### config.mk
export PLATFORM = sky130hd
export DESIGN_NAME = conv_burst_ctrl
export DESIGN_NICKNAME = d
export VERILOG_FILES = /design/src/rtl/cb_pkg.sv /design/src/rtl/cb_sync_edge.sv /design/src/rtl/cb_overrun.sv /design/src/rtl/cb_burst_fsm.sv /design/src/rtl/cb_route.sv /design/src/rtl/conv_burst_ctrl.sv
export SDC_FILE = /design/constraint.sdc
export NUM_CORES = 1
export LEC_CHECK = 0
export BUFFER_PORTS_ARGS = -buffer_cell sky130_fd_sc_hd__buf_2
export CAP_MARGIN = 20
export CORE_MARGIN = 4
export CORE_UTILIZATION = 40
export CTS_BUF_LIST = sky130_fd_sc_hd__clkbuf_8 sky130_fd_sc_hd__clkbuf_16
export DETAILED_ROUTE_END_ITERATION = 16
export GPL_ROUTABILITY_DRIVEN = 1
export GPL_TIMING_DRIVEN = 0
export SYNTH_ARGS = -nofsm -noshare
export SYNTH_HDL_FRONTEND = slang
export SYNTH_SLANG_ARGS = --single-unit
### constraint.sdc
create_clock -name clk -period 3.8 [get_ports clk]
set_clock_uncertainty 0.05 [all_clocks]
set_input_delay 0 -clock clk [delete_from_list [all_inputs] [get_ports clk]]
set_output_delay 0 -clock clk [all_outputs]
set_load 0.02 [all_outputs]
### src/rtl/cb_pkg.sv
// Shared types for the conversion-triggered burst generator.
package cb_pkg;
    // Burst sequencer phases: idle, chip-select lead-in, clock high, clock low.
    typedef enum logic [1:0] {
        CB_IDLE = 2'd0,
        CB_LEAD = 2'd1,
        CB_HIGH = 2'd2,
        CB_LOW  = 2'd3
    } cb_state_t;
endpackage

### src/rtl/cb_sync_edge.sv
// Synchronizes an asynchronous level through STAGES flops and flags its
// rising edge for one cycle. Assumes STAGES >= 2.
module cb_sync_edge #(
    parameter int STAGES = 2
) (
    input  logic clk,
    input  logic rst_n,
    input  logic async_i,
    output logic level_o,
    output logic rise_o
);
    logic [STAGES-1:0] chain;
    logic              prev;

    // Shift the raw level through the synchronizer and keep the last output.
    always_ff @(posedge clk) begin
        if (!rst_n) begin
            chain <= '0;
            prev  <= 1'b0;
        end else begin
            chain <= {chain[STAGES-2:0], async_i};
            prev  <= chain[STAGES-1];
        end
    end

    assign level_o = chain[STAGES-1];
    assign rise_o  = chain[STAGES-1] & ~prev;
endmodule

### src/rtl/cb_overrun.sv
// Sticky overrun flag: set when a new conversion edge arrives mid-burst,
// cleared by the host. Setting wins over clearing in the same cycle.
module cb_overrun (
    input  logic clk,
    input  logic rst_n,
    input  logic rise_i,
    input  logic busy_i,
    input  logic clr_i,
    output logic ovr_o
);
    // Hold the overrun condition until it is explicitly cleared.
    always_ff @(posedge clk) begin
        if (!rst_n)                ovr_o <= 1'b0;
        else if (rise_i && busy_i) ovr_o <= 1'b1;
        else if (clr_i)            ovr_o <= 1'b0;
    end
endmodule

### src/rtl/cb_burst_fsm.sv
// Generates one chip-select window and serial-clock burst per start pulse.
// The half-period is captured at start. The burst ends after BURST_LEN
// pulses (count mode) or when the synchronized flag is low at the end of a
// low phase (flag mode). Word marks fall on every 2**WORD_LOG2-th falling edge.
module cb_burst_fsm
    import cb_pkg::*;
#(
    parameter int BURST_LEN = 64,
    parameter int DIV_W     = 8,
    parameter int WORD_LOG2 = 4
) (
    input  logic             clk,
    input  logic             rst_n,
    input  logic             start_i,
    input  logic             flag_mode_i,
    input  logic             flag_lvl_i,
    input  logic [DIV_W-1:0] div_half_i,
    output logic             sclk_o,
    output logic             cs_n_o,
    output logic             busy_o,
    output logic             done_o,
    output logic             mark_o
);
    localparam int PC_NEED = $clog2(BURST_LEN + 1);
    localparam int CNT_W   = (PC_NEED > WORD_LOG2) ? PC_NEED : WORD_LOG2 + 1;

    cb_state_t        state;
    logic [DIV_W-1:0] hc;
    logic [DIV_W-1:0] hlat;
    logic [CNT_W-1:0] pc;
    logic [DIV_W-1:0] h_eff;
    logic             stop;

    // Clamp a zero divider to the shortest legal half-period.
    assign h_eff = (div_half_i == '0) ? DIV_W'(1) : div_half_i;
    // End-of-burst decision taken at the end of each low phase.
    assign stop  = flag_mode_i ? ~flag_lvl_i : (pc == CNT_W'(BURST_LEN));

    // Sequence lead-in, clock phases and release with registered outputs.
    always_ff @(posedge clk) begin
        if (!rst_n) begin
            state  <= CB_IDLE;
            sclk_o <= 1'b0;
            cs_n_o <= 1'b1;
            busy_o <= 1'b0;
            done_o <= 1'b0;
            mark_o <= 1'b0;
            hc     <= '0;
            hlat   <= DIV_W'(1);
            pc     <= '0;
        end else begin
            done_o <= 1'b0;
            mark_o <= 1'b0;
            case (state)
                CB_IDLE: begin
                    if (start_i) begin
                        state  <= CB_LEAD;
                        cs_n_o <= 1'b0;
                        busy_o <= 1'b1;
                        hlat   <= h_eff;
                        hc     <= h_eff - DIV_W'(1);
                        pc     <= '0;
                    end
                end
                CB_LEAD: begin
                    if (hc == '0) begin
                        state  <= CB_HIGH;
                        sclk_o <= 1'b1;
                        hc     <= hlat - DIV_W'(1);
                        pc     <= pc + CNT_W'(1);
                    end else begin
                        hc <= hc - DIV_W'(1);
                    end
                end
                CB_HIGH: begin
                    if (hc == '0) begin
                        state  <= CB_LOW;
                        sclk_o <= 1'b0;
                        hc     <= hlat - DIV_W'(1);
                        mark_o <= (pc[WORD_LOG2-1:0] == '0);
                    end else begin
                        hc <= hc - DIV_W'(1);
                    end
                end
                CB_LOW: begin
                    if (hc == '0) begin
                        if (stop) begin
                            state  <= CB_IDLE;
                            cs_n_o <= 1'b1;
                            busy_o <= 1'b0;
                            done_o <= 1'b1;
                        end else begin
                            state  <= CB_HIGH;
                            sclk_o <= 1'b1;
                            hc     <= hlat - DIV_W'(1);
                            pc     <= pc + CNT_W'(1);
                        end
                    end else begin
                        hc <= hc - DIV_W'(1);
                    end
                end
                default: state <= CB_IDLE;
            endcase
        end
    end
endmodule

### src/rtl/cb_route.sv
// Data-line steering between host and ADC. Configuration mode lets the host
// master the bus; streaming mode routes ADC data to the host slave input and
// uses the generated clock and chip-select. Any other combination is idle.
module cb_route (
    input  logic route_stream_i,
    input  logic route_cfg_i,
    input  logic gen_sclk_i,
    input  logic gen_cs_n_i,
    input  logic host_sck_i,
    input  logic host_mo_i,
    input  logic host_cs_n_i,
    input  logic adc_dout_i,
    output logic stream_on_o,
    output logic adc_sclk_o,
    output logic adc_din_o,
    output logic adc_cs_n_o,
    output logic host_mi_o,
    output logic host_si_o,
    output logic host_sck_o,
    output logic host_cs_n_o
);
    logic cfg_on;

    // Decode the two mode inputs and select each line's source.
    always_comb begin
        cfg_on      = route_cfg_i & ~route_stream_i;
        stream_on_o = route_stream_i & ~route_cfg_i;
        adc_sclk_o  = cfg_on ? host_sck_i  : (stream_on_o ? gen_sclk_i : 1'b0);
        adc_cs_n_o  = cfg_on ? host_cs_n_i : (stream_on_o ? gen_cs_n_i : 1'b1);
        adc_din_o   = cfg_on & host_mo_i;
        host_mi_o   = cfg_on & adc_dout_i;
        host_si_o   = stream_on_o & adc_dout_i;
        host_sck_o  = stream_on_o & gen_sclk_i;
        host_cs_n_o = stream_on_o ? gen_cs_n_i : 1'b1;
    end
endmodule

### src/rtl/conv_burst_ctrl.sv
// Top level: turns each new conversion-complete flag into an SPI read burst
// into a slave-mode host, and steers data lines for host configuration
// access. Assumes cnv_i is asynchronous and stays low between frames for at
// least a few system cycles.
module conv_burst_ctrl #(
    parameter int BURST_LEN   = 64,
    parameter int DIV_W       = 8,
    parameter int WORD_LOG2   = 4,
    parameter int SYNC_STAGES = 2
) (
    input  logic             clk,
    input  logic             rst_n,
    input  logic             cnv_i,
    input  logic             flag_mode_i,
    input  logic [DIV_W-1:0] div_half_i,
    input  logic             route_stream_i,
    input  logic             route_cfg_i,
    input  logic             ovr_clr_i,
    input  logic             host_sck_i,
    input  logic             host_mo_i,
    input  logic             host_cs_n_i,
    input  logic             adc_dout_i,
    output logic             adc_sclk_o,
    output logic             adc_din_o,
    output logic             adc_cs_n_o,
    output logic             host_mi_o,
    output logic             host_si_o,
    output logic             host_sck_o,
    output logic             host_cs_n_o,
    output logic             busy_o,
    output logic             done_o,
    output logic             word_mark_o,
    output logic             overrun_o
);
    logic flag_lvl;
    logic flag_rise;
    logic stream_on;
    logic start;
    logic gen_sclk;
    logic gen_cs_n;

    cb_sync_edge #(.STAGES(SYNC_STAGES)) u_sync (
        .clk     (clk),
        .rst_n   (rst_n),
        .async_i (cnv_i),
        .level_o (flag_lvl),
        .rise_o  (flag_rise)
    );

    cb_overrun u_ovr (
        .clk    (clk),
        .rst_n  (rst_n),
        .rise_i (flag_rise),
        .busy_i (busy_o),
        .clr_i  (ovr_clr_i),
        .ovr_o  (overrun_o)
    );

    // A burst may start only on a fresh edge, in streaming mode, when idle and clean.
    assign start = flag_rise & stream_on & ~busy_o & ~overrun_o;

    cb_burst_fsm #(
        .BURST_LEN (BURST_LEN),
        .DIV_W     (DIV_W),
        .WORD_LOG2 (WORD_LOG2)
    ) u_fsm (
        .clk         (clk),
        .rst_n       (rst_n),
        .start_i     (start),
        .flag_mode_i (flag_mode_i),
        .flag_lvl_i  (flag_lvl),
        .div_half_i  (div_half_i),
        .sclk_o      (gen_sclk),
        .cs_n_o      (gen_cs_n),
        .busy_o      (busy_o),
        .done_o      (done_o),
        .mark_o      (word_mark_o)
    );

    cb_route u_route (
        .route_stream_i (route_stream_i),
        .route_cfg_i    (route_cfg_i),
        .gen_sclk_i     (gen_sclk),
        .gen_cs_n_i     (gen_cs_n),
        .host_sck_i     (host_sck_i),
        .host_mo_i      (host_mo_i),
        .host_cs_n_i    (host_cs_n_i),
        .adc_dout_i     (adc_dout_i),
        .stream_on_o    (stream_on),
        .adc_sclk_o     (adc_sclk_o),
        .adc_din_o      (adc_din_o),
        .adc_cs_n_o     (adc_cs_n_o),
        .host_mi_o      (host_mi_o),
        .host_si_o      (host_si_o),
        .host_sck_o     (host_sck_o),
        .host_cs_n_o    (host_cs_n_o)
    );
endmodule

# After elaboration in Yosys (flattened, before gate mapping)
# Index checks and enable logic that the tools add are counted.
# totals
register_bits,34
wordCells,99
# op_classes
addsub,4
n_eq_ne,11
n_mux,38
bitwise_logic,16
n_reduce_logical,18
# ops
cell,n
$mux W8,5
$mux W7,4
$pmux W8 S3,1
$sub A8 B1 Y8 const B,3
$pmux W7 S3,1
$mux W1,18
$logic_not A8 Y1,2
$and A1 B1 Y1,10
$mux W2,5
$reduce_and A5 Y1,2
$ne A2 B1 Y1 const B,4
$pmux W2 S4,1
$reduce_and A4 Y1,2
$add A7 B1 Y7 const B,1
$eq A7 B7 Y1 const B,1
$not A1 Y1,6
$reduce_and A3 Y1,2
$reduce_bool A3 Y1,2
$eq A2 B2 Y1 const B,2
$logic_not A4 Y1,1
$ne A2 B2 Y1 const B,2
$pmux W1 S2,2
$reduce_and A2 Y1,2
$reduce_bool A2 Y1,2
6 further kinds,6

# Logic depth before layout (Yosys ltp)
# Gate-level depths: netlist of the first run.
# logic_depth
depth_word,7
mapped_depth,10
mapped_depth_nobuf,9

# By module
# A second synthesis of the first run with hierarchy kept.
# unflattened
hier_cells,213
hier_area_um2,1825.5
# modules_own_cells
module,n_inst,cells_per_inst,area_each_um2,seq_area_each_um2
cb_burst_fsm,1,190,1607.8,600.6
cb_sync_edge,1,7,92.6,60.1
cb_route,1,11,71.3,0.0
cb_overrun,1,4,41.3,20.0
conv_burst_ctrl,1,1,12.5,0.0

# Worst setup path after synthesis of the first run
# No wires, ideal clock.
# synth_timing
kind,register -> register
start,reg u_fsm.state[0]
end,reg u_fsm.hc[6]
arrival_time_ns,1.911
path_slack_ns,1.717
path_stages_with_launch,11
n_path_buf,2
synth_period_minus_slack_ns,2.083
cell_sequence,dfxtp_1 -> buf_2 -> or2_2 -> clkbuf_1 -> and2_1 -> a221oi_1 -> ha_1 -> inv_1 -> a2111oi_2 -> xnor2_1 -> a21oi_1
# synth_via
elab_chain_len,3
elab_cells_between_ends,9
# synth_rtl
element,line_no,rtl
from (decl),cb_burst_fsm.sv:27,cb_state_t state;
from (signal assigned),cb_burst_fsm.sv:42,state <= CB_IDLE;
from (signal assigned),cb_burst_fsm.sv:57,state <= CB_LEAD;
from (signal assigned),cb_burst_fsm.sv:67,state <= CB_HIGH;
"$eq A2 B1 Y1, or another cell as far along",cb_burst_fsm.sv:54,case (state)
"$reduce_or A2 Y1 (no source line), or another cell as far along",n/a,
$pmux W8 S3 or $reduce_and A2 Y1 (tied branches),n/a,
to (signal assigned),cb_burst_fsm.sv:61,hc <= h_eff - DIV_W'(1);
to (signal assigned),cb_burst_fsm.sv:69,hc <= hlat - DIV_W'(1);
to (signal assigned),cb_burst_fsm.sv:72,hc <= hc - DIV_W'(1);
to (decl),cb_burst_fsm.sv:28,logic [DIV_W-1:0] hc;
# Parallel ways exist; a longest one is shown, timed or not.
# A chain may end at the register's enable or synchronous reset.

# Worst setup path after layout of the first run
# Same ends and word-level chain as after synthesis.

==> implementation parameters, run 1 <==
Parameter                              Value

STA
  Minimum clock period    between 2 and 2.5 ns
  Final Hold Violating Endpoints    0
  Total Neg Setup Slack    0 ns
  RSZ-0062 raised after global routing    no
  Slew at the pin with the worst max-slew slack    0.621 ns
  Number of endpoints failing setup at the final stage    0
  Peak clock frequency supported by timing    between 400 and 500 MHz
  Max Transition Viols Final    0
  Final WS setup    1.34 ns
  Normalized max-slew margin    0.581
  Crit share post-route    0.648

Clock tree
  Number of post-CTS setup repair buffers    0
  Clk sinks    34
  Resize count post-CTS    0
  Clock tree from TritonCTS    yes
  Clk root buf    sky130_fd_sc_hd__clkbuf_8
  TritonCTS buffer count    5
  Skew-Pair Late Insertion Delay    0.29 ns
  Maximum root-to-sink buffer count    2
  Register clock-pin slew on the reported worst setup and hold paths    0.07 ns
  # H-tree levels    2

Logic synthesis
  Largest area contributor in the netlist    sky130_fd_sc_hd__dfxtp_1
  Post-synthesis async set-or-reset flop share    0
  Post-Synthesis Cell Area    1750 sq um
  Cells taking the most area after synthesis    sky130_fd_sc_hd__dfxtp_1 (39%), sky130_fd_sc_hd__nor2_1 (4.9%), sky130_fd_sc_hd__mux2i_1 (4.6%)
  Unique masters post-synth    45
  Commonest cells post-synth    sky130_fd_sc_hd__dfxtp_1 (34), sky130_fd_sc_hd__nor2_1 (23), sky130_fd_sc_hd__a21oi_1 (15), sky130_fd_sc_hd__o21ai_0 (15), sky130_fd_sc_hd__nand2_1 (12)
  Dominant cell by count in the synthesized netlist    sky130_fd_sc_hd__dfxtp_1
  Post-Synthesis Cells    208
  Synthesized Nets    230
  Area share of the largest cell type after synthesis    0.389
  Average footprint of a synthesized cell    ~8.4 sq um
  Number of enable-type register cells in the synthesized netlist    0
  Number of warning messages in the yosys log    0
  Number of storage elements in the synthesis netlist    34
  Synth Flop Type    sky130_fd_sc_hd__dfxtp_1
  Portion of the post-synthesis area used by sequential elements    0.389

Cells and area
  Final layout net count    276
  Area occupied by multi-input gates    a little over 1000 sq um
  Share of cells above drive strength 1    0.198
  Number of antenna diodes    0
  Final Instance Count excl. Fillers    303
  Area growth from synthesis to layout    22.3%
  Area taken by flip-flops and latches    slightly below 700 sq um
  Filler Cell Count    382

Run status
  Status    finished clean

Global route
  Antenna violations before repair    0
  GRT overflow    0
  Pin count of the biggest net entering global routing    11
  Aggregate global-route resource usage    0.163
  Global-route wire length before repair    6870 um
  Vias in the first global route    1470

Worst setup path
  CP arrival    between 2 and 3 ns
  Endpoint type of the worst setup path    flip-flop
  Kind of critical path    reg2reg
  R2r setup slk    roughly 1.3 ns
  Largest fanout on the critical path    10
  Required time of the critical path    3.93 ns
  CP Launch Type    flip-flop

Detailed routing
  Total iterations of the first detailed-routing run    4
  Number of violations reported at the end of detailed-routing iteration 0    between 80 and 90
  Number of nets with antenna violations after routing    0
  Count of unresolved DRC violations after routing    0
  Via-per-instance ratio    roughly 5.4
  Total number of vias    1632
  Total length of routed wires    4210 um
  Routed wire per std cell    13.9 um

Pwr
  LEAKAGE    0.841 nW
  Cell Int Power    0.000594 W
  Switching power share of the total    0.301
  Peak VDD IR    around 0.20 mV
  Comb pwr share    0.228
  Switching component of the power    0.000256 W
  Power per cell area    397 nW/um^2
  Proportion of power drawn by flip-flops and latches    0.458
  Part of the power in the clock network    0.313
  Total power after layout    0.000850 W

Floorplan
  Floorplan die area    5500 sq um
  Std-Cell Rows    23
  Core footprint    4120 sq um
  Starting density of the core    0.426
  Die X-Extent    74.2 um
  Vert. Die Dim    about 74 um
  Total I/O pin count    30

Place
  DP HPWL    3100 um
  Quantity of I/O buffers inserted on ports    29
  Weighted congestion reported at the end of routability-driven placement    0.824
  Placed insts    287
  Setup WS pre-CTS    1.41 ns

Job
  Max_cap viols    0

Min path
  Path category of the worst min-delay check    in2reg
final timing paths:
kind	from	to	cells past startpoint
max	u_fsm.state[0]$_SDFFE_PN0P_	u_fsm.hc[6]$_SDFFE_PN0P_	8
min	div_half_i[0]	u_fsm.hlat[0]$_SDFFE_PN1P_	5
max reg2reg	u_fsm.state[0]$_SDFFE_PN0P_	u_fsm.hc[6]$_SDFFE_PN0P_	8
min reg2reg	u_sync.chain[0]$_SDFF_PN0_	u_sync.chain[1]$_SDFF_PN0_	1
stage by stage:
step / cell area, sq um / hold WS [ns] / utilization
finish: 2140 / 0.00191 / 0.521
global route: 2140 / 0.0447 / 0.521
CTS: 2140 / 0.00626 / 0.521
detailed placement: 1960 / 0.165 / 0.476
global placement: 1960 / 0.157 / 0.476
floorplan: 1750 / 0.0773 / -
cells in the final DEF, fill, tap and decap left out, types with 2 or more instances in the layout:
cell type / count
sky130_fd_sc_hd__mux2_2: 2
sky130_fd_sc_hd__ha_1: 3
sky130_fd_sc_hd__clkbuf_8: 6
sky130_fd_sc_hd__a21boi_0: 2
sky130_fd_sc_hd__nor3_2: 2
sky130_fd_sc_hd__and3_1: 2
sky130_fd_sc_hd__xor2_1: 5
sky130_fd_sc_hd__a211oi_1: 3
sky130_fd_sc_hd__a221oi_1: 2
sky130_fd_sc_hd__a31oi_1: 3
sky130_fd_sc_hd__o2111ai_1: 3
sky130_fd_sc_hd__clkbuf_1: 4
sky130_fd_sc_hd__and2_1: 9
sky130_fd_sc_hd__buf_2: 33
sky130_fd_sc_hd__or3_1: 4
sky130_fd_sc_hd__inv_1: 7
sky130_fd_sc_hd__o21ai_0: 15
sky130_fd_sc_hd__nor2_1: 23
sky130_fd_sc_hd__a21oi_1: 15
sky130_fd_sc_hd__o22ai_1: 4
sky130_fd_sc_hd__nor4_1: 6
sky130_fd_sc_hd__mux2i_1: 8
sky130_fd_sc_hd__nor2b_1: 5
sky130_fd_sc_hd__nand2_1: 12
sky130_fd_sc_hd__dlygate4sd3_1: 10
sky130_fd_sc_hd__dfxtp_1: 34
sky130_fd_sc_hd__xnor2_1: 3
sky130_fd_sc_hd__nor3_1: 4
sky130_fd_sc_hd__nand3_1: 6
critical path, cell delays in order, from the launching register on:
cell and delay [ns]:
sky130_fd_sc_hd__dfxtp_1 0.29, sky130_fd_sc_hd__buf_2 0.17, sky130_fd_sc_hd__nor2_1 0.21, sky130_fd_sc_hd__clkbuf_1 0.42
sky130_fd_sc_hd__mux2i_1 0.31, sky130_fd_sc_hd__o211ai_1 0.20, sky130_fd_sc_hd__a2111oi_2 0.45, sky130_fd_sc_hd__xnor2_1 0.17
sky130_fd_sc_hd__a21oi_1 0.08
routing by layer:
| metal | routed length (um) | global-route usage | vias to the layer above |
|---|---|---|---|
| li1 | - | - | 843 |
| met1 | 1990 | 0.207 | 735 |
| met2 | 1920 | 0.266 | 46 |
| met3 | 229 | 0.0365 | 8 |
| met4 | 72 | 0.0664 | 0 |
| met5 | 0 | 0 | - |
cells by family (layout without fill, tap and decap cells):
kind of cell,after synthesis,in the layout,share of synthesized area
xor gates and xnor gates,8,8,0.0400
buffers and inverters,16,61,0.0371
and+or+nand+nor,80,80,0.243
AOI/OAI and AO/OA,57,57,0.211
adders and majority gates,3,3,0.0214
DFF,34,34,0.389
muxes,10,10,0.0586
state kept, by name, indices dropped and copies added (netlist names), 2 cells and up:
| name | count |
|---|---|
| u_fsm.state | 2 |
| u_fsm.hlat | 8 |
| u_fsm.pc | 7 |
| u_sync.chain | 2 |
| u_fsm.hc | 8 |
what timing repair did:
action / CTS / global route
hold buffers: 10 / 0
hold endpoints to repair: 11 / 0
setup endpoints to repair: 0 / 0
area by class of cell:
type,count,area share
inverters,8,0.0140
multi-input cells,158,0.470
clock buffers,6,0.0386
flip-flops and latches,34,0.318
plain buffers,8,0.0164
repair buffers,39,0.114
well taps,50,0.0292
power by group through the flow:
| stage | clock [W] | sequential (W) | combinational [W] |
|---|---|---|---|
| floorplan | 0 | 0.000393 | 0.000137 |
| CTS | 0.000270 | 0.000389 | 0.000193 |
| detailed placement | 0 | 0.000397 | 0.000184 |
| global route | 0.000284 | 0.000391 | 0.000216 |
| global placement | 0 | 0.000397 | 0.000184 |
| finish | 0.000266 | 0.000389 | 0.000194 |
Power figures use the tool's default switching activity.
==> run 2, diff against run 1 <==
==> constraint.sdc (replaced) <==
create_clock -name clk -period 2.55 [get_ports clk]
set_clock_uncertainty 0.05 [all_clocks]
set_input_delay 0 -clock clk [delete_from_list [all_inputs] [get_ports clk]]
set_output_delay 0 -clock clk [all_outputs]
set_load 0.02 [all_outputs]
==> implementation parameters, run 2 (synthesized netlist as in run 1, its figures left out) <==
Parameter                              Value

Run status
  Status    finished clean

STA
  Slew at the pin with the worst max-slew slack    0.630 ns
  Max Transition Viols Final    0
  Minimum clock period    2.33 ns
  Number of endpoints failing setup at the final stage    0
  Peak clock frequency supported by timing    429 MHz
  RSZ-0062 raised after global routing    no
  Final Hold Violating Endpoints    0
  Final WS setup    0.217 ns
  Total Neg Setup Slack    0 ns
  Normalized max-slew margin    0.576
  Crit share post-route    0.915

Clock tree
  Register clock-pin slew on the reported worst setup and hold paths    around 0.07 ns
  Clk sinks    34
  Maximum root-to-sink buffer count    2
  Number of post-CTS setup repair buffers    0
  Clock tree from TritonCTS    yes
  Clk root buf    sky130_fd_sc_hd__clkbuf_8
  Skew-Pair Late Insertion Delay    0.29 ns
  # H-tree levels    2
  TritonCTS buffer count    5

Cells and area
  Leading cell type in the layout, fill and taps excluded    sky130_fd_sc_hd__dfxtp_1
  Final standard cell utilization of the core    0.524
  Final Instance Count excl. Fillers    between 300 and 400
  Largest registers in the final layout    u_fsm.hc (8), u_fsm.hlat (8), u_fsm.pc (7)
  Number of antenna diodes    0
  Share of cells above drive strength 1    0.202
  Area growth from synthesis to layout    23.1%
  Most used cells in the layout excluding fill and tap cells    sky130_fd_sc_hd__dfxtp_1 (34), sky130_fd_sc_hd__buf_2 (33), sky130_fd_sc_hd__nor2_1 (23)
  Final layout net count    between 200 and 300

Floorplan
  Vert. Die Dim    74.2 um
  Total I/O pin count    30
  Std-Cell Rows    23
  Die X-Extent    74.2 um
  Core footprint    ~4100 sq um
  Floorplan die area    5500 sq um
  Starting density of the core    0.426

Pwr
  Comb pwr share    0.230
  Switching power share of the total    0.303
  LEAKAGE    0.844 nW
  Switching component of the power    0.000385 W
  Part of the power in the clock network    0.313
  Cell Int Power    0.000886 W
  Proportion of power drawn by flip-flops and latches    0.457
  Peak VDD IR    0.297 mV
  Power per cell area    590 nW/um^2

Global route
  Vias in the first global route    1470
  Pin count of the biggest net entering global routing    11
  GRT overflow    0
  Aggregate global-route resource usage    0.163
  Antenna violations before repair    0
  Global-route wire length before repair    6870 um

Detailed routing
  Via-per-instance ratio    5.38
  Number of nets with antenna violations after routing    0
  Total iterations of the first detailed-routing run    5
  Total number of vias    1629
  Number of violations reported at the end of detailed-routing iteration 0    70
  Routed wire per std cell    around 14 um
  Count of unresolved DRC violations after routing    0
  Total length of routed wires    roughly 4200 um

Place
  Placed insts    287
  Setup WS pre-CTS    0.158 ns
  Weighted congestion reported at the end of routability-driven placement    about 0.8
  DP HPWL    3100 um
  Quantity of I/O buffers inserted on ports    29

Worst setup path
  CP Launch Type    flip-flop
  Largest fanout on the critical path    7
  Endpoint type of the worst setup path    flip-flop
  CP arrival    approximately 2.5 ns
  R2r setup slk    0.22 ns
  Kind of critical path    reg2reg
  Worst Reg2Reg Path Length in Cells    6
  Required time of the critical path    2.72 ns
  Reg-to-reg endpoint    u_fsm.pc[4]$_SDFFE_PN0P_
  Startpoint of the worst register-to-register path    u_fsm.hc[1]$_SDFFE_PN0P_

Job
  Max_cap viols    0

Min path
  Min-delay src    div_half_i[0]
  Worst hold path depth    5
  Path category of the worst min-delay check    in2reg
  Terminating pin of the worst hold path    u_fsm.hlat[0]$_SDFFE_PN1P_
[run 2: cell types whose count changed in the layout (fill, tap and decap cells not counted)]
cell	change
sky130_fd_sc_hd__a2111oi_4	+1
sky130_fd_sc_hd__clkbuf_1	-1
sky130_fd_sc_hd__a2111oi_2	-1
sky130_fd_sc_hd__clkbuf_2	+1
[run 2: how the worst max path moves through the flow]
stage               slack, ns                   startpoint                       end
floorplan                0.47  u_fsm.state[0]$_SDFFE_PN0P_  u_fsm.hc[6]$_SDFFE_PN0P_
global placement         0.14  u_fsm.state[0]$_SDFFE_PN0P_  u_fsm.hc[6]$_SDFFE_PN0P_
detailed placement       0.16  u_fsm.state[0]$_SDFFE_PN0P_  u_fsm.hc[6]$_SDFFE_PN0P_
CTS                      0.15  u_fsm.state[0]$_SDFFE_PN0P_  u_fsm.hc[6]$_SDFFE_PN0P_
global route             0.01     u_fsm.hc[1]$_SDFFE_PN0P_  u_fsm.pc[4]$_SDFFE_PN0P_
finish                   0.22     u_fsm.hc[1]$_SDFFE_PN0P_  u_fsm.pc[4]$_SDFFE_PN0P_
[run 2: metrics by stage]
stage / area (sq um) / hold slack, ns / total power (W)
finish: 2160 / 0.00163 / 0.00127
global route: 2160 / 0.0447 / 0.00133
CTS: 2140 / 0.00626 / 0.00127
detailed placement: 1960 / 0.165 / 0.000866
global placement: 1960 / 0.157 / 0.000867
floorplan: 1750 / 0.0773 / 0.000790
[run 2: metal layers]
| layer | vias to the layer above | track usage | part of all wire |
|---|---|---|---|
| met5 | - | 0 | 0 |
| met4 | 0 | 0.0664 | 0.017 |
| met3 | 8 | 0.0365 | 0.062 |
| met2 | 52 | 0.266 | 0.46 |
| met1 | 724 | 0.207 | 0.46 |
| li1 | 845 | - | - |
[run 2: worst max-delay path: stages (launching register included)]
cell	delay, ns
sky130_fd_sc_hd__dfxtp_1	0.35
sky130_fd_sc_hd__nor4_1	0.54
sky130_fd_sc_hd__nand3_1	0.33
sky130_fd_sc_hd__a21oi_2	0.35
sky130_fd_sc_hd__nor2_1	0.14
sky130_fd_sc_hd__or3_1	0.37
sky130_fd_sc_hd__a21oi_1	0.13
[run 2: area by class of cell]
type	instances	area [sq um]
fillers	381	1960
multi-input cells	158	1020
flip-flops and latches	34	681
repair buffers	39	245
clock buffers	6	82.6
well taps	50	62.6
plain buffers	8	36.3
inverters	8	30.0
[run 2: power groups by stage]
stage | clock network (W) | logic, W | registers (W)
floorplan | 0 | 0.000204 | 0.000586
global placement | 0 | 0.000275 | 0.000592
detailed placement | 0 | 0.000275 | 0.000591
CTS | 0.000402 | 0.000287 | 0.000579
global route | 0.000423 | 0.000326 | 0.000583
finish | 0.000398 | 0.000292 | 0.000580
[run 2: what timing repair did]
action	in CTS	in global routing
hold buffers	10	0
gates resized for setup	0	3
endpoints found under the setup margin	0	2
hold endpoints to repair	11	0
==> run 3, diff against run 2 <==
==> constraint.sdc (replaced) <==
create_clock -name clk -period 2.4 [get_ports clk]
set_clock_uncertainty 0.05 [all_clocks]
set_input_delay 0 -clock clk [delete_from_list [all_inputs] [get_ports clk]]
set_output_delay 0 -clock clk [all_outputs]
set_load 0.02 [all_outputs]
==> implementation parameters, run 3 (synthesized netlist as in run 1, its figures left out) <==
Parameter                              Value

Run status
  Status    finished clean

STA
  Minimum clock period    2.31 ns
  Normalized max-slew margin    0.595
  Max Transition Viols Final    0
  RSZ-0062 raised after global routing    yes
  Number of endpoints failing setup at the final stage    0
  Hold Worst Slack    0.00364 ns
  Peak clock frequency supported by timing    432 MHz
  Crit share post-route    0.964
  Slew at the pin with the worst max-slew slack    0.602 ns
  Final Hold Violating Endpoints    0

Global route
  Vias in the first global route    1470
  Pin count of the biggest net entering global routing    11
  Global-route wire length before repair    roughly 6900 um
  Antenna violations before repair    0
  Aggregate global-route resource usage    0.163
  GRT overflow    0

Clock tree
  # H-tree levels    2
  Clk root buf    sky130_fd_sc_hd__clkbuf_8
  Clk sinks    34
  Maximum root-to-sink buffer count    2
  TritonCTS buffer count    5
  Clock tree from TritonCTS    yes
  Skew-Pair Late Insertion Delay    0.29 ns
  Number of post-CTS setup repair buffers    0
  Register clock-pin slew on the reported worst setup and hold paths    ~0.060 ns

Floorplan
  Starting density of the core    0.426
  Core footprint    4120 sq um
  Die X-Extent    74.2 um
  Floorplan die area    between 5000 and 6000 sq um
  Total I/O pin count    30
  Vert. Die Dim    roughly 74 um
  Std-Cell Rows    23

Cells and area
  Area occupied by multi-input gates    1040 sq um
  Leading cell type in the layout, fill and taps excluded    sky130_fd_sc_hd__dfxtp_1
  Most used cells in the layout excluding fill and tap cells    sky130_fd_sc_hd__dfxtp_1 (34), sky130_fd_sc_hd__buf_2 (32), sky130_fd_sc_hd__nor2_1 (23)
  Final standard cell utilization of the core    0.529
  Final layout net count    276
  Area growth from synthesis to layout    24.3%
  Filler Cell Count    379
  Share of cells above drive strength 1    0.206
  Area taken by flip-flops and latches    roughly 700 sq um
  Largest registers in the final layout    u_fsm.hc (8), u_fsm.hlat (8), u_fsm.pc (7)
  Number of antenna diodes    0

Place
  Quantity of I/O buffers inserted on ports    29
  DP HPWL    3100 um
  Weighted congestion reported at the end of routability-driven placement    0.824

Pwr
  LEAKAGE    roughly 0.85 nW
  Power per cell area    627 nW/um^2
  Total power after layout    0.00136 W
  Peak VDD IR    approximately 0.32 mV

Min path
  Path category of the worst min-delay check    in2reg

Worst setup path
  Endpoint type of the worst setup path    flip-flop
  Largest fanout on the critical path    10
  Required time of the critical path    2.53 ns
  Kind of critical path    reg2reg
  CP Launch Type    flip-flop
  CP arrival    2.44 ns

Job
  Max_cap viols    0

Detailed routing
  Number of nets with antenna violations after routing    0
  Total length of routed wires    4280 um
  Total number of vias    1625
  Routed wire per std cell    14.1 um
  Via-per-instance ratio    about 5.4
  Number of violations reported at the end of detailed-routing iteration 0    86
  Total iterations of the first detailed-routing run    4
  Count of unresolved DRC violations after routing    0
==> run 3: timing repair <==
action | 4_1_cts | 5_1_grt
resized for setup | 0 | 8
hold buffers | 10 | 0
endpoints found under the setup margin | 0 | 9
endpoints found under the hold margin | 11 | 0
==> run 3: layer usage <==
| layer | part of all wire | up-vias | GRT usage |
|---|---|---|---|
| met5 | 0 | - | 0 |
| met4 | 0.016 | 0 | 0.0664 |
| met3 | 0.060 | 8 | 0.0365 |
| met2 | 0.46 | 47 | 0.266 |
| met1 | 0.46 | 726 | 0.207 |
| li1 | - | 844 | - |
==> run 3: metrics by stage <==
step / TNS [ns] / cell area [sq um] / cells / worst slack, ns
after detailed placement: 0 / 1960 / 287 / 0.00778
final: 0 / 2180 / 303 / 0.0862
after CTS: 0 / 2140 / 303 / 0.000720
after global placement: -0.0128 / 1960 / 287 / -0.0128
after floorplan: 0 / 1750 / 208 / 0.317
after global routing: -0.0825 / 2180 / 303 / -0.0825
==> run 3: area by class of cell <==
cell class,instances,share of cell area
Buffer,8,0.0178
Timing Repair Buffer,39,0.113
Clock buffer,6,0.0379
Multi-Input combinational cell,158,0.476
Inverter,8,0.0138
Tap cell,50,0.0287
Sequential cell,34,0.313
==> run 3: path summary, 6_finish.rpt <==
path	start	endpoint	slack, ns	depth (start not counted)
worst max register to register	u_fsm.state[0]$_SDFFE_PN0P_	u_fsm.hc[6]$_SDFFE_PN0P_	0.09	10
worst min-delay path	div_half_i[0]	u_fsm.hlat[0]$_SDFFE_PN1P_	0.004	5
worst min register to register	u_sync.chain[0]$_SDFF_PN0_	u_sync.chain[1]$_SDFF_PN0_	0.38	1
worst max-delay path	u_fsm.state[0]$_SDFFE_PN0P_	u_fsm.hc[6]$_SDFFE_PN0P_	0.09	10
==> run 3: where the power goes <==
part	leakage [nW]	total (W)	switching, W	internal, W
registers	0.275	0.000618	0.0000268	0.000591
clock network	0.0431	0.000422	0.000201	0.000221
logic	0.536	0.000325	0.000190	0.000135
==> run 3: worst max-delay path, stage by stage (launching register included) <==
cell and delay [ns]:
sky130_fd_sc_hd__dfxtp_1 0.29, sky130_fd_sc_hd__buf_2 0.17, sky130_fd_sc_hd__or2_2 0.30, sky130_fd_sc_hd__buf_1 0.19, sky130_fd_sc_hd__and2_1 0.21, sky130_fd_sc_hd__a221oi_1 0.21
sky130_fd_sc_hd__ha_1 0.20, sky130_fd_sc_hd__inv_1 0.08, sky130_fd_sc_hd__a2111oi_4 0.25, sky130_fd_sc_hd__xnor2_1 0.16, sky130_fd_sc_hd__a21oi_1 0.08
